[src/rtl/trc_pkg.sv]
package trc_pkg;

   typedef enum logic [1:0] {
      OP_TRAP    = 2'b00,
      OP_RETURN  = 2'b01,
      OP_IRQ_OFF = 2'b10,
      OP_IRQ_ON  = 2'b11
   } trc_op_e;

   typedef enum logic [2:0] {
      SEL_STATUS   = 3'd0,
      SEL_EXC_PC   = 3'd1,
      SEL_EXC_STAT = 3'd2,
      SEL_NMI_PC   = 3'd3,
      SEL_NMI_STAT = 3'd4,
      SEL_CAUSE    = 3'd5
   } trc_sel_e;

   // status bit positions
   localparam int unsigned ST_ZERO  = 0;
   localparam int unsigned ST_SIGN  = 1;
   localparam int unsigned ST_OVF   = 2;
   localparam int unsigned ST_CARRY = 3;
   localparam int unsigned ST_SATUR = 4;
   localparam int unsigned ST_IDIS  = 5;
   localparam int unsigned ST_EXACT = 6;
   localparam int unsigned ST_NMACT = 7;

   typedef struct packed {
      logic trap;
      logic ret;
      logic irq_off;
      logic irq_on;
   } trc_fire_t;

endpackage

[src/rtl/trc_decode.sv]
module trc_decode
   import trc_pkg::*;
(
   input  logic       cmd_valid,
   input  logic [1:0] cmd_op,
   input  logic       wr_en,
   output trc_fire_t  fire,
   output logic       wr_ok
);
   trc_op_e op;

   always_comb begin
      op           = trc_op_e'(cmd_op);
      fire         = '0;
      fire.trap    = cmd_valid && (op == OP_TRAP);
      fire.ret     = cmd_valid && (op == OP_RETURN);
      fire.irq_off = cmd_valid && (op == OP_IRQ_OFF);
      fire.irq_on  = cmd_valid && (op == OP_IRQ_ON);
      wr_ok        = wr_en && !cmd_valid;
   end

   always_comb begin
      assert ($onehot0(fire));
   end
endmodule

[src/rtl/trc_status_file.sv]
module trc_status_file
   import trc_pkg::*;
#(
   parameter int unsigned XLEN       = 32,
   parameter int unsigned STAT_W     = 8,
   parameter int unsigned VEC_W      = 5,
   parameter int unsigned CAUSE_LO_W = 16,
   parameter int unsigned CAUSE_BASE = 'h40
) (
   input  logic              clk,
   input  logic              rst_n,
   input  trc_fire_t         fire,
   input  logic [XLEN-1:0]   cur_pc,
   input  logic [VEC_W-1:0]  trap_vec,
   input  logic              wr_ok,
   input  logic [2:0]        wr_sel,
   input  logic [XLEN-1:0]   wr_data,
   output logic [STAT_W-1:0] stat_q,
   output logic [XLEN-1:0]   exc_pc_q,
   output logic [STAT_W-1:0] exc_stat_q,
   output logic [XLEN-1:0]   nmi_pc_q,
   output logic [STAT_W-1:0] nmi_stat_q,
   output logic [XLEN-1:0]   cause_q,
   output logic [XLEN-1:0]   ret_pc
);
   localparam logic [STAT_W-1:0] STAT_RST  = STAT_W'(1) << ST_IDIS;
   localparam logic [STAT_W-1:0] TRAP_SET  = (STAT_W'(1) << ST_IDIS) | (STAT_W'(1) << ST_EXACT);
   localparam logic [XLEN-1:0]   PC_STEP   = XLEN'(4);

   logic                  use_nmi;
   logic [STAT_W-1:0]     ret_stat;
   logic [CAUSE_LO_W-1:0] cause_lo_next;
   trc_sel_e              sel;

   assign sel           = trc_sel_e'(wr_sel);
   assign use_nmi       = stat_q[ST_NMACT] && !stat_q[ST_EXACT];
   assign ret_pc        = use_nmi ? nmi_pc_q   : exc_pc_q;
   assign ret_stat      = use_nmi ? nmi_stat_q : exc_stat_q;
   assign cause_lo_next = CAUSE_LO_W'(CAUSE_BASE) + CAUSE_LO_W'(trap_vec);

   // status register
   always_ff @(posedge clk) begin
      if (!rst_n) begin
         stat_q <= STAT_RST;
      end else if (fire.trap) begin
         stat_q <= stat_q | TRAP_SET;
      end else if (fire.ret) begin
         stat_q <= ret_stat;
      end else if (fire.irq_off) begin
         stat_q[ST_IDIS] <= 1'b1;
      end else if (fire.irq_on) begin
         stat_q[ST_IDIS] <= 1'b0;
      end else if (wr_ok && sel == SEL_STATUS) begin
         stat_q <= wr_data[STAT_W-1:0];
      end
   end

   // exception save pair
   always_ff @(posedge clk) begin
      if (!rst_n) begin
         exc_pc_q   <= '0;
         exc_stat_q <= '0;
      end else if (fire.trap) begin
         exc_pc_q   <= cur_pc + PC_STEP;
         exc_stat_q <= stat_q;
      end else if (wr_ok) begin
         if (sel == SEL_EXC_PC)   exc_pc_q   <= wr_data;
         if (sel == SEL_EXC_STAT) exc_stat_q <= wr_data[STAT_W-1:0];
      end
   end

   // non-maskable save pair: only the write port changes it
   always_ff @(posedge clk) begin
      if (!rst_n) begin
         nmi_pc_q   <= '0;
         nmi_stat_q <= '0;
      end else if (wr_ok) begin
         if (sel == SEL_NMI_PC)   nmi_pc_q   <= wr_data;
         if (sel == SEL_NMI_STAT) nmi_stat_q <= wr_data[STAT_W-1:0];
      end
   end

   // cause register: a variant keeps an upper field when the code is narrower
   if (CAUSE_LO_W < XLEN) begin : g_cause_split
      always_ff @(posedge clk) begin
         if (!rst_n) begin
            cause_q <= '0;
         end else if (fire.trap) begin
            cause_q <= {cause_q[XLEN-1:CAUSE_LO_W], cause_lo_next};
         end else if (wr_ok && sel == SEL_CAUSE) begin
            cause_q <= wr_data;
         end
      end

      p_cause_upper_r3: assert property (@(posedge clk) disable iff (!rst_n)
         fire.trap |=> cause_q[XLEN-1:CAUSE_LO_W] == $past(cause_q[XLEN-1:CAUSE_LO_W]));
   end else begin : g_cause_full
      always_ff @(posedge clk) begin
         if (!rst_n) begin
            cause_q <= '0;
         end else if (fire.trap) begin
            cause_q <= XLEN'(cause_lo_next);
         end else if (wr_ok && sel == SEL_CAUSE) begin
            cause_q <= wr_data;
         end
      end
   end

   p_trap_flags_r4: assert property (@(posedge clk) disable iff (!rst_n)
      fire.trap |=> stat_q[ST_IDIS] && stat_q[ST_EXACT]);

   p_trap_save_r2: assert property (@(posedge clk) disable iff (!rst_n)
      fire.trap |=> exc_pc_q == $past(cur_pc) + PC_STEP && exc_stat_q == $past(stat_q));

   p_enable_clears_r7: assert property (@(posedge clk) disable iff (!rst_n)
      fire.irq_on |=> !stat_q[ST_IDIS]);

   p_disable_sets_r7: assert property (@(posedge clk) disable iff (!rst_n)
      fire.irq_off |=> stat_q[ST_IDIS] && $stable(exc_pc_q));
endmodule

[src/rtl/trc_redirect.sv]
module trc_redirect #(
   parameter int unsigned XLEN      = 32,
   parameter int unsigned VEC_W     = 5,
   parameter int unsigned VEC_SPLIT = 16,
   parameter int unsigned TGT_LO    = 'h40,
   parameter int unsigned TGT_HI    = 'h50
) (
   input  logic             clk,
   input  logic             rst_n,
   input  logic             trap_fire,
   input  logic             ret_fire,
   input  logic [VEC_W-1:0] trap_vec,
   input  logic [XLEN-1:0]  ret_pc,
   output logic             redirect_valid,
   output logic [XLEN-1:0]  redirect_pc
);
   localparam logic [VEC_W-1:0] SPLIT_V = VEC_W'(VEC_SPLIT);

   logic [XLEN-1:0] trap_tgt;

   assign trap_tgt = (trap_vec < SPLIT_V) ? XLEN'(TGT_LO) : XLEN'(TGT_HI);

   always_ff @(posedge clk) begin
      if (!rst_n) begin
         redirect_valid <= 1'b0;
         redirect_pc    <= '0;
      end else begin
         redirect_valid <= trap_fire || ret_fire;
         if (trap_fire)     redirect_pc <= trap_tgt;
         else if (ret_fire) redirect_pc <= ret_pc;
      end
   end

   p_redirect_cause_r8: assert property (@(posedge clk) disable iff (!rst_n)
      redirect_valid |-> $past(trap_fire || ret_fire));

   p_trap_target_lo_r5: assert property (@(posedge clk) disable iff (!rst_n)
      (trap_fire && trap_vec < SPLIT_V) |=> redirect_valid && redirect_pc == XLEN'(TGT_LO));

   p_trap_target_hi_r5: assert property (@(posedge clk) disable iff (!rst_n)
      (trap_fire && trap_vec >= SPLIT_V) |=> redirect_valid && redirect_pc == XLEN'(TGT_HI));
endmodule

[src/rtl/trap_return_ctrl.sv]
module trap_return_ctrl
   import trc_pkg::*;
#(
   parameter int unsigned XLEN       = 32,
   parameter int unsigned STAT_W     = 8,
   parameter int unsigned VEC_W      = 5,
   parameter int unsigned VEC_SPLIT  = 16,
   parameter int unsigned CAUSE_LO_W = 16,
   parameter int unsigned CAUSE_BASE = 'h40,
   parameter int unsigned TGT_LO     = 'h40,
   parameter int unsigned TGT_HI     = 'h50
) (
   input  logic              clk,
   input  logic              rst_n,
   input  logic              cmd_valid,
   input  logic [1:0]        cmd_op,
   input  logic [XLEN-1:0]   cur_pc,
   input  logic [VEC_W-1:0]  trap_vec,
   input  logic              wr_en,
   input  logic [2:0]        wr_sel,
   input  logic [XLEN-1:0]   wr_data,
   output logic              redirect_valid,
   output logic [XLEN-1:0]   redirect_pc,
   output logic [STAT_W-1:0] status_o,
   output logic [XLEN-1:0]   exc_pc_o,
   output logic [STAT_W-1:0] exc_stat_o,
   output logic [XLEN-1:0]   nmi_pc_o,
   output logic [STAT_W-1:0] nmi_stat_o,
   output logic [XLEN-1:0]   cause_o
);
   // elaboration-time parameter checks
   if (STAT_W <= ST_NMACT) begin : g_bad_stat
      $error("STAT_W must hold every status flag");
   end
   if (CAUSE_LO_W <= VEC_W || CAUSE_LO_W > XLEN) begin : g_bad_cause
      $error("CAUSE_LO_W must exceed VEC_W and fit in XLEN");
   end
   if (VEC_SPLIT >= (1 << VEC_W)) begin : g_bad_split
      $error("VEC_SPLIT must be a reachable vector");
   end
   if (XLEN < STAT_W) begin : g_bad_xlen
      $error("XLEN must be at least STAT_W");
   end

   trc_fire_t       fire;
   logic            wr_ok;
   logic [XLEN-1:0] ret_pc;

   trc_decode u_decode (
      .cmd_valid (cmd_valid),
      .cmd_op    (cmd_op),
      .wr_en     (wr_en),
      .fire      (fire),
      .wr_ok     (wr_ok)
   );

   trc_status_file #(
      .XLEN       (XLEN),
      .STAT_W     (STAT_W),
      .VEC_W      (VEC_W),
      .CAUSE_LO_W (CAUSE_LO_W),
      .CAUSE_BASE (CAUSE_BASE)
   ) u_regs (
      .clk        (clk),
      .rst_n      (rst_n),
      .fire       (fire),
      .cur_pc     (cur_pc),
      .trap_vec   (trap_vec),
      .wr_ok      (wr_ok),
      .wr_sel     (wr_sel),
      .wr_data    (wr_data),
      .stat_q     (status_o),
      .exc_pc_q   (exc_pc_o),
      .exc_stat_q (exc_stat_o),
      .nmi_pc_q   (nmi_pc_o),
      .nmi_stat_q (nmi_stat_o),
      .cause_q    (cause_o),
      .ret_pc     (ret_pc)
   );

   trc_redirect #(
      .XLEN      (XLEN),
      .VEC_W     (VEC_W),
      .VEC_SPLIT (VEC_SPLIT),
      .TGT_LO    (TGT_LO),
      .TGT_HI    (TGT_HI)
   ) u_redirect (
      .clk            (clk),
      .rst_n          (rst_n),
      .trap_fire      (fire.trap),
      .ret_fire       (fire.ret),
      .trap_vec       (trap_vec),
      .ret_pc         (ret_pc),
      .redirect_valid (redirect_valid),
      .redirect_pc    (redirect_pc)
   );
endmodule

[config.mk]
export PLATFORM = sky130hd
export DESIGN_NAME = trap_return_ctrl
export DESIGN_NICKNAME = d
export VERILOG_FILES = /design/src/rtl/trc_pkg.sv /design/src/rtl/trc_decode.sv /design/src/rtl/trc_status_file.sv /design/src/rtl/trc_redirect.sv /design/src/rtl/trap_return_ctrl.sv
export SDC_FILE = /design/constraint.sdc
export NUM_CORES = 1
export LEC_CHECK = 0
export BUFFER_PORTS_ARGS = -buffer_cell sky130_fd_sc_hd__buf_4
export CAP_MARGIN = 20
export CORE_ASPECT_RATIO = 0.6
export CORE_MARGIN = 2
export CORE_UTILIZATION = 41
export CTS_CLUSTER_SIZE = 10
export DETAILED_ROUTE_END_ITERATION = 8
export GPL_TIMING_DRIVEN = 0
export MAX_ROUTING_LAYER = met4
export PLACE_DENSITY = 0.67
export SLEW_MARGIN = 15
export SYNTH_ARGS = -nofsm -noshare
export SYNTH_HDL_FRONTEND = slang
export SYNTH_HIERARCHICAL = 1
export SYNTH_SLANG_ARGS = --single-unit
[constraint.sdc]
create_clock -name clk -period 5.81 [get_ports clk]
set_input_delay 0 -clock clk [delete_from_list [all_inputs] [get_ports clk]]
set_output_delay 0 -clock clk [all_outputs]
set_load 0.02 [all_outputs]
==> results of run 1 <==
## metrics by stage
| stage | setup slack (ps) | cells | area [sq um] | hold WS (ps) |
|---|---|---|---|---|
| finish | 3010 | 1391 | 10500 | 33.1 |
| global route | 2920 | 1391 | 10500 | 18.0 |
| CTS | 3080 | 1391 | 10500 | 2.45 |
| detailed placement | 3100 | 1280 | 9140 | 226 |
| global placement | 3090 | 1280 | 9130 | 216 |
| floorplan | 3480 | 818 | 7130 | 104 |
## state kept, by name, indices dropped and copies added, names as in the netlist
name,flops
u_regs/stat_q,8
u_regs/cause_q,32
u_regs/exc_stat_q,8
u_regs/nmi_pc_q,32
u_regs/nmi_stat_q,8
u_redirect/redirect_valid,1
u_redirect/redirect_pc,32
u_regs/exc_pc_q,32
## routing by layer
| metal | vias to the layer above | GRT usage | part of all wire |
|---|---|---|---|
| met5 | - | - | 0 |
| met4 | 0 | 0.0486 | 0.0082 |
| met3 | 22 | 0.0551 | 0.090 |
| met2 | 371 | 0.426 | 0.42 |
| met1 | 3546 | 0.434 | 0.48 |
| li1 | 3533 | - | - |
## final cells by class
class | instances | area share
inverter | 8 | 0.00285
sequential | 153 | 0.290
buffer | 63 | 0.0271
clock buffer | 19 | 0.0430
multi-input combinational | 594 | 0.357
clock inverter | 13 | 0.0150
tap | 234 | 0.0278
timing repair buffer | 307 | 0.237
## placed cells by master, fill, tap and decap left out, types with 8 or more instances in the layout
cell and instances:
buf_4 228, nand2_1 166, dfxtp_1 153, dlygate4sd3_1 79, a21oi_1 73, mux2i_1 65, nor2_1 61, mux2_2 47
clkbuf_1 42, o21ai_0 25, clkbuf_16 17, a211oi_1 17, o211a_1 12, nor2b_1 11, buf_2 9, nor3_1 9
nand3_1 8, inv_1 8, a311oi_1 8
## worst reg2reg max path, stage by stage (launching register included)
cell and delay, ps:
dfxtp_1 380, nor2b_1 140, clkbuf_1 270, buf_2 440, buf_1 590, mux2_2 410
mux2_4 260, o211a_1 200
## power by group
group	internal, mW	switching, mW
clock network	0.669	0.486
logic	0.174	0.200
registers	1.08	0.0258
total	1.92	0.712
## path summary, 6_finish.rpt
kind | to | cells past startpoint
hold reg to reg | u_regs/cause_q[19] | 2
setup / recovery | u_redirect/redirect_pc[4] | 7
hold / removal | u_regs/exc_pc_q[27] | 4
setup reg to reg | u_redirect/redirect_pc[4] | 7
## cells by family after synthesis
logic type	after synthesis	share of synthesized area
AO/OA/AOI/OAI	164	0.149
XOR/XNOR	12	0.0147
adder cells (fa/ha/maj)	1	0.00176
buffers and inverters	71	0.0442
flip-flops	153	0.430
multiplexers	113	0.168
AND/OR/NAND/NOR	304	0.193
==> flow_summary.toml, run 1 <==
[run_status]
outcome = "finished, final reports clean"

[synth]
ys_ff_latch = 153
yosysUniqueCellTypes = 52
synth_fp_nets = 897
synth_edf_count = 0
yosysWarnings = 6
synth_top_area_frac = 0.430
ys_seq_area_frac = 0.430
avgSynthCellArea_sq_um = 8.71
synth_area_leaders = "dfxtp_1 43%, mux2i_1 9.1%, nand2_1 8.7%, mux2_2 7.4%, a21oi_1 5.1%"
syn_inst = 818
yosys-top-cells-count = "166 x nand2_1, 153 x dfxtp_1, 73 x a21oi_1"
synthFlopType = "dfxtp_1"
synth.largest_area_cell = "dfxtp_1"
netlist_area_sq_um = 7130
async_flop_share = 0
yosysMostFrequentCell = "nand2_1"

[detailed_routing]
vias = 7472
drc = 0
wl_per_cell_um = 19.5
ant_nets = 0
drt_first_pass_iters = 5
wirelength_mm = 27.1
viasPerCell = 5.37
drt_iter0_markers = 817

[finish]
drive_gt1_frac = 0.285
layout-area-overhead-vs-synth_pct = 47.9
fillers = 1519
regArea_sq_um = 3060
antenna_cells = 0
multiInputGateArea_sq_um = 3760
final_util = 0.617
finalNetCount = 1223

[min_path]
holdCritPathClass = "primary input to register"
hp-start = "cur_pc[27]"

[timing]
hold_viol_final = 0
fin_crit_ps = 2800
fmax_mhz = 357
finalCritPeriodShare = 0.482
relSlewSlack = 0.343
slew_viol_final = 0
finalSetupViolations = 0
worst_pin_slew_ps = 979
setup_tns_ps = 0
skew_ps = 14.9
rsz0062_at_grt = "no"

[floorplanning]
initial_core_util = 0.417
die_area_sq_um = 18500
fp.dieW_um = 174
ioPinCount = 231
coreArea_sq_um = 17100
row_count = 37
die_height_um = 106

[pwr]
leakage_nw = 4.35
vdd_ir_drop_max_mv = 0.130
p_total_mw = 2.63
p_per_area_nw_per_um2 = 250

[setup_path]
crit_buf_inv = 3
critPathSlowestCell = "buf_1"
rrSetupSlack_ps = 3010
r2r-start = "u_regs/stat_q[7]"
path_max_fanout = 10
worstPathRequired_ps = 6120
slowest_delay_ps = 580
critPathLaunch = "u_regs/stat_q[7]"
path_delay_family = "buffers and inverters"
endpoint_kind = "register"
path_cells = "nor2b_1 -> clkbuf_1 -> buf_2 -> buf_1 -> mux2_2 -> mux2_4 -> o211a_1"
worstSetupPathType = "register to register"
cp.arrival_ps = 3110
start_kind = "register"

[cts]
htreeDepth = 4
postCtsHoldBufs = 79
cts.sinks = 153
cts_resized = 0
cts_buffers = 17
path_clk_slew_ps = 70
clockRootBuffer = "clkbuf_16"
tritoncts = "done"
cts.path.max_buffers = 2
post-cts-setup-buffers = 0
clock_latency_ps = 420

[global_route]
grt_pass1_wl_mm = 40.6
antenna_found_initial = 0
grt_pass1_vias = 7011
grt_overflow = 0
grt.total_usage = 0.295
grt_max_degree = 17

[placement]
io_buffers = 228
hpwlAfterDp_mm = 19.7
place_congestion = 0.906

[run]
cap_viol_max_count = 0
No activity file was read; power rests on OpenSTA's default activity.
==> run 2, diff against run 1 <==
--- a/config.mk
+++ b/config.mk
@@ -5,6 +5,7 @@
 export SDC_FILE = /design/constraint.sdc
 export NUM_CORES = 1
 export LEC_CHECK = 0
+export ABC_AREA = 1
 export BUFFER_PORTS_ARGS = -buffer_cell sky130_fd_sc_hd__buf_4
 export CAP_MARGIN = 20
 export CORE_ASPECT_RATIO = 0.6
@@ -14,7 +15,7 @@
 export DETAILED_ROUTE_END_ITERATION = 8
 export GPL_TIMING_DRIVEN = 0
 export MAX_ROUTING_LAYER = met4
-export PLACE_DENSITY = 0.67
+export PLACE_DENSITY = 0.69
 export SLEW_MARGIN = 15
 export SYNTH_ARGS = -nofsm -noshare
 export SYNTH_HDL_FRONTEND = slang
==> constraint.sdc (replaced) <==
create_clock -name clk -period 2.37 [get_ports clk]
set_input_delay 0 -clock clk [delete_from_list [all_inputs] [get_ports clk]]
set_output_delay 0 -clock clk [all_outputs]
set_load 0.02 [all_outputs]
==> flow_summary.toml, run 2 <==
[synth]
yosysUniqueCellTypes = 36
avgSynthCellArea_sq_um = 6.71
syn_inst = 1082
synthFlopType = "dfxtp_1"
ys_ff_latch = 153
synth_fp_nets = 1161
synth_edf_count = 0
ys_seq_area_frac = 0.422
yosysMostFrequentCell = "nand2_1"
netlist_area_sq_um = 7260
synth_top_area_frac = 0.422
yosysWarnings = 6
synth_area_leaders = "dfxtp_1 42%, nand2_1 16%, o21ai_0 7.7%, nor2_1 7.4%, a21oi_1 5.5%"
yosys-top-cells-count = "309 x nand2_1, 153 x dfxtp_1, 144 x nor2_1"
synth.largest_area_cell = "dfxtp_1"
async_flop_share = 0

[floorplanning]
die_area_sq_um = 18800
initial_core_util = 0.422
ioPinCount = 231
fp.dieW_um = 176
row_count = 37
die_height_um = 107
coreArea_sq_um = 17200

[setup_path]
crit_buf_inv = 4
path_cells = "inv_1 -> nor2_1 -> buf_2 -> buf_2 -> nand2_1 -> nand2_1 -> nand3_1 -> nand3_1 -> nand2_1 -> inv_1"
critPathSlowestCell = "nor2_1"
worstSetupPathType = "register to register"
cp.arrival_ps = 2400
path_depth = 10
r2r_cells = 10
path_max_fanout = 10
r2r-start = "u_regs/stat_q[7]"
critical_path.most_common_cell = "nand2_1"
rrSetupSlack_ps = 340
path_delay_family = "simple AND/OR/NAND/NOR gates"
endpoint_kind = "register"
slowest_delay_ps = 410
worstPathRequired_ps = 2740
start_kind = "register"
r2r-end = "u_redirect/redirect_pc[4]"

[pwr]
clockPowerShare = 0.439
p_int_mw = 4.67
swShare = 0.290
vdd_ir_drop_max_mv = 0.451
leakage_nw = 4.90
p_per_area_nw_per_um2 = 634
p_comb_frac = 0.146
power_frac_seq = 0.415
switchingPower_mw = 1.90

[placement]
dpl.cell_count = 1546
place_congestion = 0.947
dp_slack_ps = 71.9
hpwlAfterDp_mm = 23.4
io_buffers = 230

[global_route]
antenna_found_initial = 1
grt_pass1_wl_mm = 44.9
grt.total_usage = 0.326
grt_overflow = 0
grt_max_degree = 17
grt_pass1_vias = 7823

[min_path]
holdCritPathClass = "primary input to register"
hp-start = "cur_pc[19]"
whs_path_depth = 5
hold_end = "u_regs/exc_pc_q[19]"

[finish]
final_common_cell = "nand2_1"
final_util = 0.602
finalNetCount = 1457
layout-area-overhead-vs-synth_pct = 42.8
drive_gt1_frac = 0.236
layoutNonFillerInstCount = 1626
final_cell_mix = "309 x nand2_1, 237 x buf_4, 153 x dfxtp_1"

[timing]
fmax_mhz = 492
fin_ws_ps = 339
fin_crit_ps = 2030
setup_tns_ps = 0
finalSetupViolations = 0
worst_pin_slew_ps = 800
finalCritPeriodShare = 0.857
relSlewSlack = 0.465
rsz0062_at_grt = "no"
skew_ps = 7.40
slew_viol_final = 0
hold_viol_final = 0

[cts]
post-cts-setup-buffers = 0
cts_buffers = 17
htreeDepth = 4
clockRootBuffer = "clkbuf_16"
path_clk_slew_ps = 70
cts.path.max_buffers = 2
cts.sinks = 153
tritoncts = "done"
clock_latency_ps = 420

[run_status]
outcome = "finished, final reports clean"

[detailed_routing]
drt_iter0_markers = 928
wl_per_cell_um = 18.4
drt_first_pass_iters = 5
drc = 0
ant_nets = 0
viasPerCell = 5.28
wirelength_mm = 30.0
vias = 8584

[run]
cap_viol_max_count = 0
-- run 2: cells by family after synthesis --
kind of cell / Yosys count / synth area share
and+or+nand+nor: 540 / 0.305
AOI/OAI and AO/OA: 235 / 0.171
DFF: 153 / 0.422
buffers and inverters: 144 / 0.0893
xor gates and xnor gates: 9 / 0.0109
adders and majority gates: 1 / 0.00172
-- run 2: power groups by stage --
stage	Sequential (mW)	Combinational [mW]	Clock [mW]
final	2.73	0.962	2.89
after global routing	2.73	1.03	3.02
after CTS	2.72	0.945	2.90
after detailed placement	2.78	0.879	0
after global placement	2.78	0.874	0
after floorplan	2.87	0.352	0
-- run 2: worst max-delay path by stage --
stage / startpoint / endpoint
2_1_floorplan: u_regs/stat_q[7] / u_redirect/redirect_pc[4]
3_3_place_gp: cmd_op[1] / u_regs/exc_pc_q[29]
3_5_place_dp: cmd_op[1] / u_regs/exc_pc_q[29]
4_1_cts: u_regs/stat_q[7] / u_redirect/redirect_pc[4]
5_1_grt: u_regs/stat_q[7] / u_redirect/redirect_pc[4]
6_report: u_regs/stat_q[7] / u_redirect/redirect_pc[4]
-- run 2: what timing repair did --
action                    in CTS  in global routing
gates resized for setup        0                  0
hold buffers                  47                  0
hold endpoints to repair      89                  0
-- run 2: cell type report --
| type | count | area [sq um] |
|---|---|---|
| fill | 1680 | 6850 |
| multi-input combinational | 785 | 3550 |
| sequential | 153 | 3060 |
| timing repair buffer | 277 | 2200 |
| clock buffer | 18 | 439 |
| inverter | 88 | 334 |
| buffer | 56 | 314 |
| tap | 234 | 293 |
| clock inverter | 14 | 179 |
| antenna | 1 | 2.50 |
-- run 2: routing by layer --
| layer | GRT usage | share of wire | routed length [um] | vias up |
|---|---|---|---|---|
| met2 | 0.467 | 0.41 | 12300 | 462 |
| met5 | - | 0 | 0 | - |
| met3 | 0.0777 | 0.12 | 3500 | 34 |
| met1 | 0.465 | 0.46 | 13800 | 3998 |
| met4 | 0.0685 | 0.011 | 342 | 0 |
| li1 | - | - | - | 4090 |
-- run 2: through the flow --
step	hold slack [ps]	area (sq um)	total power [mW]
detailed placement	264	9280	3.66
global route	46.1	10400	6.79
floorplan	134	7260	3.22
finish	11.3	10400	6.58
global placement	248	9280	3.66
CTS	3.39	10400	6.57
-- run 2: worst reg2reg max path, delay by kind of cell (launching register included) --
kind / cells / cell delay [ps]
flops: 1 / 380
simple gates: 6 / 850
buf+inv: 4 / 770
